File: config.mk
export PLATFORM = sky130hd
export DESIGN_NAME = rmw_mem
export DESIGN_NICKNAME = d
export VERILOG_FILES = /design/src/rtl/rmw_pkg.sv /design/src/rtl/rmw_arbiter.sv /design/src/rtl/rmw_bank.sv /design/src/rtl/rmw_mem.sv
export SDC_FILE = /design/constraint.sdc
export NUM_CORES = 1
export LEC_CHECK = 0
export BUFFER_PORTS_ARGS = -buffer_cell sky130_fd_sc_hd__buf_2
export CAP_MARGIN = 5
export CORE_MARGIN = 10
export CORE_UTILIZATION = 40
export CTS_CLUSTER_DIAMETER = 40
export DETAILED_ROUTE_END_ITERATION = 16
export GPL_ROUTABILITY_DRIVEN = 1
export MAX_ROUTING_LAYER = met4
export PLACE_DENSITY = 0.55
export REMOVE_ABC_BUFFERS = 1
export SKIP_LAST_GASP = 1
export SLEW_MARGIN = 10
export SYNTH_ARGS = -nofsm -noshare
export SYNTH_HDL_FRONTEND = slang
export SYNTH_SLANG_ARGS = --single-unit
File: constraint.sdc
create_clock -name clk -period 6 [get_ports clk]
set_input_delay 0.6 -clock clk [delete_from_list [all_inputs] [get_ports clk]]
set_output_delay 0.6 -clock clk [all_outputs]
set_load 0.01 [all_outputs]
File: src/rtl/rmw_pkg.sv
package rmw_pkg;
    // next index in a ring of n entries
    function automatic int ring_next(input int i, input int n);
        return (i + 1) % n;
    endfunction
endpackage

File: src/rtl/rmw_arbiter.sv
module rmw_arbiter #(
    parameter int NPROC = 4,
    parameter int NWCH  = 2,
    localparam int PW   = $clog2(NPROC),
    localparam int CW   = (NWCH > 1) ? $clog2(NWCH) : 1
) (
    input  logic                       clk,
    input  logic                       rst_n,
    input  logic [NPROC-1:0]           req,
    output logic [NPROC-1:0]           gnt,
    output logic [NWCH-1:0]            ch_vld,
    output logic [NWCH-1:0][PW-1:0]    ch_src
);
    import rmw_pkg::*;

    typedef struct packed {
        logic [PW-1:0] ptr;
    } arb_t;

    arb_t st_d, st_q;

    always_comb begin
        int cnt;
        int idx;
        int last;
        logic hit;
        st_d   = st_q;
        gnt    = '0;
        ch_vld = '0;
        ch_src = '0;
        cnt    = 0;
        idx    = 0;
        last   = int'(st_q.ptr);
        hit    = 1'b0;
        for (int k = 0; k < NPROC; k++) begin
            idx = (int'(st_q.ptr) + k) % NPROC;
            if (req[PW'(idx)] && cnt < NWCH) begin
                gnt[PW'(idx)]    = 1'b1;
                ch_vld[CW'(cnt)] = 1'b1;
                ch_src[CW'(cnt)] = PW'(idx);
                cnt  = cnt + 1;
                last = idx;
                hit  = 1'b1;
            end
        end
        if (hit) st_d.ptr = PW'(ring_next(last, NPROC));
    end

    always_ff @(posedge clk or negedge rst_n) begin
        if (!rst_n) st_q <= '0;
        else        st_q <= st_d;
    end

    AST_GRANT_CAP: assert property (@(posedge clk) disable iff (!rst_n)
        $countones(gnt) <= NWCH);
    AST_GRANT_FULL: assert property (@(posedge clk) disable iff (!rst_n)
        ($countones(req) >= NWCH) |-> ($countones(gnt) == NWCH));
    AST_CH_MATCH: assert property (@(posedge clk) disable iff (!rst_n)
        $countones(ch_vld) == $countones(gnt));
    AST_GRANT_REQ: assert property (@(posedge clk) disable iff (!rst_n)
        (gnt & ~req) == '0);

    for (genvar c = 1; c < NWCH; c++) begin : g_order
        AST_CH_ASCEND: assert property (@(posedge clk) disable iff (!rst_n)
            ch_vld[c] |-> ch_vld[c-1]);
    end
endmodule

File: src/rtl/rmw_bank.sv
module rmw_bank #(
    parameter int NWCH = 2,
    parameter int AW   = 4,
    parameter int DW   = 8,
    localparam int DEPTH = 1 << AW
) (
    input  logic                       clk,
    input  logic                       rst_n,
    input  logic [NWCH-1:0]            wen,
    input  logic [NWCH-1:0][AW-1:0]    waddr,
    input  logic [NWCH-1:0][DW-1:0]    wdata,
    input  logic [AW-1:0]              raddr,
    output logic [DW-1:0]              rdata
);
    typedef struct packed {
        logic [DEPTH-1:0][DW-1:0] mem;
        logic [DW-1:0]            rd;
    } bank_t;

    bank_t st_d, st_q;

    always_comb begin
        st_d    = st_q;
        // read sees the contents before this cycle's writes
        st_d.rd = st_q.mem[raddr];
        // highest channel first so the lowest channel is applied last and wins
        for (int c = NWCH - 1; c >= 0; c--) begin
            if (wen[c]) st_d.mem[waddr[c]] = wdata[c];
        end
    end

    always_ff @(posedge clk or negedge rst_n) begin
        if (!rst_n) st_q <= '0;
        else        st_q <= st_d;
    end

    assign rdata = st_q.rd;
endmodule

File: src/rtl/rmw_mem.sv
module rmw_mem #(
    parameter int NPROC = 4,
    parameter int NWCH  = 2,
    parameter int AW    = 4,
    parameter int DW    = 8,
    localparam int PW   = $clog2(NPROC)
) (
    input  logic                    clk,
    input  logic                    rst_n,
    input  logic [NPROC*AW-1:0]     rd_addr,
    output logic [NPROC*DW-1:0]     rd_data,
    input  logic [NPROC-1:0]        wr_req,
    input  logic [NPROC*AW-1:0]     wr_addr,
    input  logic [NPROC*DW-1:0]     wr_data,
    output logic [NPROC-1:0]        wr_gnt
);
    logic [NPROC-1:0][AW-1:0]   ra_v, wa_v;
    logic [NPROC-1:0][DW-1:0]   wd_v, rd_v;
    logic [NWCH-1:0]            ch_vld;
    logic [NWCH-1:0][PW-1:0]    ch_src;
    logic [NWCH-1:0][AW-1:0]    ch_addr;
    logic [NWCH-1:0][DW-1:0]    ch_data;

    assign ra_v    = rd_addr;
    assign wa_v    = wr_addr;
    assign wd_v    = wr_data;
    assign rd_data = rd_v;

    rmw_arbiter #(.NPROC(NPROC), .NWCH(NWCH)) u_arb (
        .clk    (clk),
        .rst_n  (rst_n),
        .req    (wr_req),
        .gnt    (wr_gnt),
        .ch_vld (ch_vld),
        .ch_src (ch_src)
    );

    // route each granted requester onto its broadcast channel
    always_comb begin
        for (int c = 0; c < NWCH; c++) begin
            ch_addr[c] = wa_v[ch_src[c]];
            ch_data[c] = wd_v[ch_src[c]];
        end
    end

    for (genvar i = 0; i < NPROC; i++) begin : g_copy
        rmw_bank #(.NWCH(NWCH), .AW(AW), .DW(DW)) u_bank (
            .clk   (clk),
            .rst_n (rst_n),
            .wen   (ch_vld),
            .waddr (ch_addr),
            .wdata (ch_data),
            .raddr (ra_v[i]),
            .rdata (rd_v[i])
        );

        AST_STALL_HOLD: assert property (@(posedge clk) disable iff (!rst_n)
            (wr_req[i] && !wr_gnt[i]) |=> (wr_req[i] && $stable(wa_v[i]) && $stable(wd_v[i])));

        if (i > 0) begin : g_coh
            AST_COPY_COHERENT: assert property (@(posedge clk) disable iff (!rst_n)
                (ra_v[i] == ra_v[0]) |=> (rd_v[i] == rd_v[0]));
        end
    end
endmodule

==> run metrics, run 1 <==
Post-CTS Resized=0; Critical Path End Type=flop; pin count of the biggest net entering global routing=93; RSZ-0062 raised after global routing=no; Final min period=5660 ps; Root Driver=clkbuf_16; Initial Util=40.7%; antenna violations before repair=0; Area Overhead vs Synth=12.6%; Seq/Total Area, Yosys=36.9%; CP Launch Point=u_arb.st_q[1]$_DFFE_PN0P_; final-layout fill cell count=2406; number of global-route vias before repair=8011; vias post-DR=7386; Post-DP HPWL=22200 um; GRT Total Usage=20.5%; post-route core utilization=45.8%; Worst-Skew Late Latency=440 ps; Worst Path Arrival=5980 ps; total CTS buffers=17; Post-Synth Adder-Cell Area=1.37%; WL/cell=29.1 um; antenna diode count=0; global-route wire length before repair=50800 um; Post-Syn Instances=709; CP startpoint kind=flop; worst path required time=6310 ps; Clock Skew=13.8 ps; hold_ws=256 ps; share of cells above drive strength 1=59.6%; Final Non-Filler Cells=1135; Post-Synth Simple-Gate Area=3.75%; I/O pins=106; commonest cells after routing, fill and taps aside=mux4_2, dfrtp_1, mux2_2, buf_2, clkbuf_16; worst slack, placed=480 ps; cell accounting for the most synthesized area=dfrtp_1; leading cell type in the layout, fill and taps excluded=mux4_2; TritonCTS clock tree=done; f_max=0.177 GHz; Post-route DRC=0; Slew @ Worst Pin=1050 ps; Top FF cell, synth=dfrtp_1; Core Area=27000 um2; vias per cell=6.51; Die ar.=34500 um2; Bufs on Longest Clock Path=2; DRT Pass-1 Iters=5; post-synthesis register bit count=162; status=complete, no violations; drt total wl=33000 um; NumNets Final=863; MaxCap Viol Count=0; ys async rst share=100%; post-synthesis cell type count=47; H-Tree Level Count=4; Area contributors post-synth=dfrtp_1, mux4_2, mux2_2; Post-synth EDFFs=0; R2R cell count=14; setup violators final=0; Max Slew Vio Count=0; DR iter-0 viols=637; Clock Sinks=162; Placed Instances=1103; mux cell area share after synthesis=49.0%; Final Cycle Share=94.4%; total gr overflow=0; Slew headroom=30.0%; Clock transition at path regs=70 ps; Compound-Gate Fraction of Synth Area=5.68%; Final GP Congestion=0.920; Die Y=186 um; largest family of logic cells by synthesized area=multiplexers; Max IR drop VDD=0.000486 V; Hold Crit Class=input port to asynchronous set/reset pin; CP Max Fanout=17; PnR worst setup slack=336 ps; Leakage=5.00 nW; postcts setup bufs=0; area of the multi-input gates=6600 um2; xor/xnor share of the synthesized area=0.159%; FF/Latch Area=4050 um2; critical path type=flop to flop; FF-to-FF setup slack=340 ps; share of the synthesized area in the top cell type=36.9%; Power per Cell Area=698 nW/um2; FF-to-FF Start=u_arb.st_q[1]$_DFFE_PN0P_; YS warnings=0; PortBufs=105; Mapped Area=11000 um2; antenna viol nets, final=0; cts hold-fix bufs=0; Syn Area/Cell=15.5 um2; setup_tns=0 ps; row cnt=60; Final Hold Viols=0; Die Wd=186 um
routing by layer:
metal | wire (um) | up-vias | share of wire (%) | track usage (%)
li1 | - | 3081 | - | -
met3 | 1970 | 68 | 6.0 | 3.86
met4 | 935 | 0 | 2.8 | 7.87
met2 | 16500 | 299 | 50 | 32.5
met5 | 0 | - | 0 | -
met1 | 13600 | 3938 | 41 | 25.6
worst min path at each step:
| stage | depth (start not counted) | end | start | slack [ps] |
|---|---|---|---|---|
| floorplan | 0 | asynchronous set/reset pin | rst_n | 300 |
| global placement | 1 | flop | flop | 540 |
| detailed placement | 1 | flop | flop | 550 |
| CTS | 1 | g_copy[2].u_bank.rdata[4]$_DFF_PN0_ | rst_n | 310 |
| global route | 1 | g_copy[2].u_bank.rdata[4]$_DFF_PN0_ | rst_n | 330 |
| finish | 1 | g_copy[2].u_bank.rdata[4]$_DFF_PN0_ | rst_n | 260 |
cells by family (layout without fill, tap and decap cells):
| kind of cell | count (synthesis) | count (layout) |
|---|---|---|
| adder cells (fa/ha/maj) | 12 | 12 |
| AO/OA/AOI/OAI | 70 | 70 |
| XOR/XNOR | 2 | 2 |
| AND/OR/NAND/NOR | 74 | 74 |
| multiplexers | 308 | 308 |
| buffers and inverters | 81 | 166 |
| flip-flops | 162 | 162 |
synth_stat cells (2+ instances only):
library cell / instances
nand2b_1: 2
nor2_1: 14
mux2_1: 3
inv_1: 13
buf_2: 6
nor2b_1: 4
o22ai_1: 13
nor3_1: 12
ha_1: 12
mux2_2: 128
a222oi_1: 2
o22ai_2: 6
dfrtp_1: 162
nand2_1: 13
nand3_1: 15
a21oi_1: 9
a2bb2oi_2: 2
and2_1: 2
o311a_1: 8
mux4_2: 170
a311oi_1: 8
buf_1: 20
clkbuf_1: 32
a2bb2oi_4: 2
a22oi_1: 2
o21ai_0: 3
xnor2_1: 2
nor3b_2: 8
mux2i_1: 6
o211ai_1: 3
buf_4: 9
nand4_1: 2
a22o_1: 2
power by group:
| part | total [mW] | switching (mW) | internal [mW] |
|---|---|---|---|
| sequential | 2.27 | 0.588 | 1.68 |
| clock | 1.13 | 0.473 | 0.659 |
| combinational | 5.24 | 2.66 | 2.58 |
| total | 8.64 | 3.72 | 4.92 |
metrics by stage:
stage                     area [um2]  power (mW)
final                          12400        8.64
after global routing           12400        9.20
after CTS                      12400        8.68
after detailed placement       11800        7.54
after global placement         11800        7.35
after floorplan                10700        5.84
critical path: stages (launching register included):
cell and delay (ps):
dfrtp_1 710, inv_1 300, ha_1 600, mux4_2 470, inv_1 140, ha_1 300
nor2_1 190, nand2_1 270, and2_1 340, o311a_1 350, o22ai_1 380, nor3b_2 180
o22ai_1 620, buf_4 340, mux2_2 350
final cells by class:
class / instances / area share, %
clock inverters: 15 / 1.48
multi-input cells: 466 / 53.2
well taps: 341 / 3.44
repair buffers: 121 / 5.26
flip-flops and latches: 162 / 32.7
inverters: 13 / 0.394
clock buffers: 17 / 3.43
No activity file was read; power rests on OpenSTA's default activity.
==> run 2: changes to the inputs <==
--- a/config.mk
+++ b/config.mk
@@ -8,12 +8,12 @@
 export BUFFER_PORTS_ARGS = -buffer_cell sky130_fd_sc_hd__buf_2
 export CAP_MARGIN = 5
 export CORE_MARGIN = 10
-export CORE_UTILIZATION = 40
+export CORE_UTILIZATION = 55
 export CTS_CLUSTER_DIAMETER = 40
 export DETAILED_ROUTE_END_ITERATION = 16
 export GPL_ROUTABILITY_DRIVEN = 1
 export MAX_ROUTING_LAYER = met4
-export PLACE_DENSITY = 0.55
+export PLACE_DENSITY = 0.72
 export REMOVE_ABC_BUFFERS = 1
 export SKIP_LAST_GASP = 1
 export SLEW_MARGIN = 10
==> run 2 against run 1 <==
Net effect:
- critical path depth stayed put
- sequential power hardly changed
- die area is 25% lower
- final cell count is 6.8% lower
- register-to-register slack hardly changed
- routed wire length is 7.9% lower
- clock power hardly changed
- design area is 0.88% lower
- global-route usage is 4.1 points higher
- non-clock buffer count is 1 lower
- largest cell class unchanged
==> run metrics, run 2 (synthesized netlist as in run 1, its figures left out) <==
Post-CTS Resized=0 (unchanged); Post-route DRC=0 (unchanged); met1 usage in global routing=30.5% (was 25.6%); Clock Skew=11.6 ps (was 13.8 ps); I/O pins=106 (unchanged); Power per Cell Area=697 nW/um2 (was 698 nW/um2); row cnt=51 (was 60); slowest CP cell=dfrtp_1 (unchanged); Critical Path End Type=flop (unchanged); commonest cells after routing, fill and taps aside=mux4_2, dfrtp_1, mux2_2, buf_2, clkbuf_16 (unchanged); Worst Path Arrival=5990 ps (was 5980 ps); vias per cell=7.07 (was 6.51); leading cell type in the layout, fill and taps excluded=mux4_2 (unchanged); hold_ws=277 ps (was 256 ps); setup violators final=0 (unchanged); critical-path cell list=inv_1, ha_1, mux4_2, inv_1, ha_1, nor2_1, nand2_1, and2_1, o311a_1, o22ai_1, nor3b_2, o22ai_1, buf_4, mux2_2 (unchanged); Max Slew Vio Count=0 (unchanged); Final Hold Viols=0 (unchanged); antenna diode count=0 (unchanged); drt total wl=30400 um (was 33000 um); Bufs on Longest Clock Path=2 (unchanged); PortBufs=105 (unchanged); Die ar.=26100 um2 (was 34500 um2); antenna violations before repair=0 (unchanged); Post-DP HPWL=20600 um (was 22200 um); number of global-route vias before repair=7905 (was 8011); CP max stage delay=720 ps (was 710 ps); postcts setup bufs=0 (unchanged); share of cells above drive strength 1=59.5% (was 59.6%); Max IR drop VDD=0.000597 V (was 0.000486 V); total CTS buffers=17 (unchanged); Clock transition at path regs=70 ps (about the same); Initial Util=56.1% (was 40.7%); Worst-Skew Late Latency=430 ps (was 440 ps); RSZ-0062 raised after global routing=no (unchanged); post-route core utilization=62.7% (was 45.8%); Hold Crit Class=input port to asynchronous set/reset pin (unchanged); Slew headroom=35.2% (was 30.0%); Root Driver=clkbuf_16 (unchanged); Final min period=5680 ps (was 5660 ps); met3 Usage GRT=5.54% (was 3.86%); vias post-DR=7481 (was 7386); gr busiest metal=met2 (unchanged); WL/cell=28.8 um (was 29.1 um); Final Cycle Share=94.6% (was 94.4%); met2 Track Usage GR=39.8% (was 32.5%); Clock Sinks=162 (unchanged); Leakage=4.99 nW (was 5.00 nW); GRT Total Usage=24.6% (was 20.5%); f_max=0.176 GHz (was 0.177 GHz); Core Area=19600 um2 (was 27000 um2); worst path required time=6310 ps (about the same); Slew @ Worst Pin=973 ps (was 1050 ps); NumNets Final=862 (was 863); DRT Pass-1 Iters=5 (unchanged); Area Overhead vs Synth=11.6% (was 12.6%); global-route wire length before repair=47700 um (was 50800 um); total gr overflow=0 (unchanged); TritonCTS clock tree=done (unchanged); CP startpoint kind=flop (unchanged); Final GP Congestion=0.951 (was 0.920); CP Max Fanout=17 (unchanged); setup_tns=0 ps (unchanged); Die Wd=161 um (was 186 um); pin count of the biggest net entering global routing=95 (was 93); antenna viol nets, final=0 (unchanged); DR iter-0 viols=696 (was 637); critical path type=flop to flop (unchanged); Die Y=161 um (was 186 um); MaxCap Viol Count=0 (unchanged); cts hold-fix bufs=0 (unchanged); status=complete, no violations (unchanged); H-Tree Level Count=4 (unchanged)
## run 2: routing by layer
| layer | share of wire, % | vias to the layer above |
|---|---|---|
| met3 | 8.2 | 49 |
| met2 | 51 | 357 |
| met1 | 38 | 3983 |
| met4 | 2.2 | 0 |
| met5 | 0 | - |
| li1 | - | 3092 |
## run 2: final cells by class
cell class              instances  area [um2]
fillers                      1448        7310
multi-input cells             466        6600
flip-flops and latches        162        4050
repair buffers                120         644
clock buffers                  19         453
well taps                     265         332
clock inverters                13         150
inverters                      13        48.8
## run 2: final timing paths
path / from / end / slack, ps / depth (start not counted)
worst max-delay path: u_arb.st_q[1]$_DFFE_PN0P_ / flop / 320 / 14
worst min-delay path: rst_n / asynchronous set/reset pin / 280 / 1
worst max register to register: u_arb.st_q[1]$_DFFE_PN0P_ / flop / 320 / 14
worst min register to register: flop / flop / 570 / 1
max in group asynchronous: rst_n / asynchronous set/reset pin / 4310 / 2
min in group clk: flop / flop / 570 / 1
## run 2: per-stage QoR
stage	area, um2	total power, mW	worst slack [ps]	instances
6_report	12300	8.55	323	1058
5_1_grt	12300	9.07	17.5	1058
4_1_cts	12300	8.57	325	1058
3_5_place_dp	11700	7.44	339	1026
3_3_place_gp	11700	7.20	575	1026
2_1_floorplan	10700	5.84	-162	641
## run 2: critical path: cells and delay by family (launching register included)
family                   cells  cell delay (ps)
buffers and inverters        3              760
adder cells (fa/ha/maj)      2              920
flip-flops                   1              720
AO/OA/AOI/OAI                3             1360
AND/OR/NAND/NOR              4              990
multiplexers                 2              810
## run 2: where the power goes
group	switching, mW	leakage (nW)	internal (mW)
Clock	0.470	0.290	0.643
Sequential	0.587	1.96	1.68
Combinational	2.60	2.74	2.57
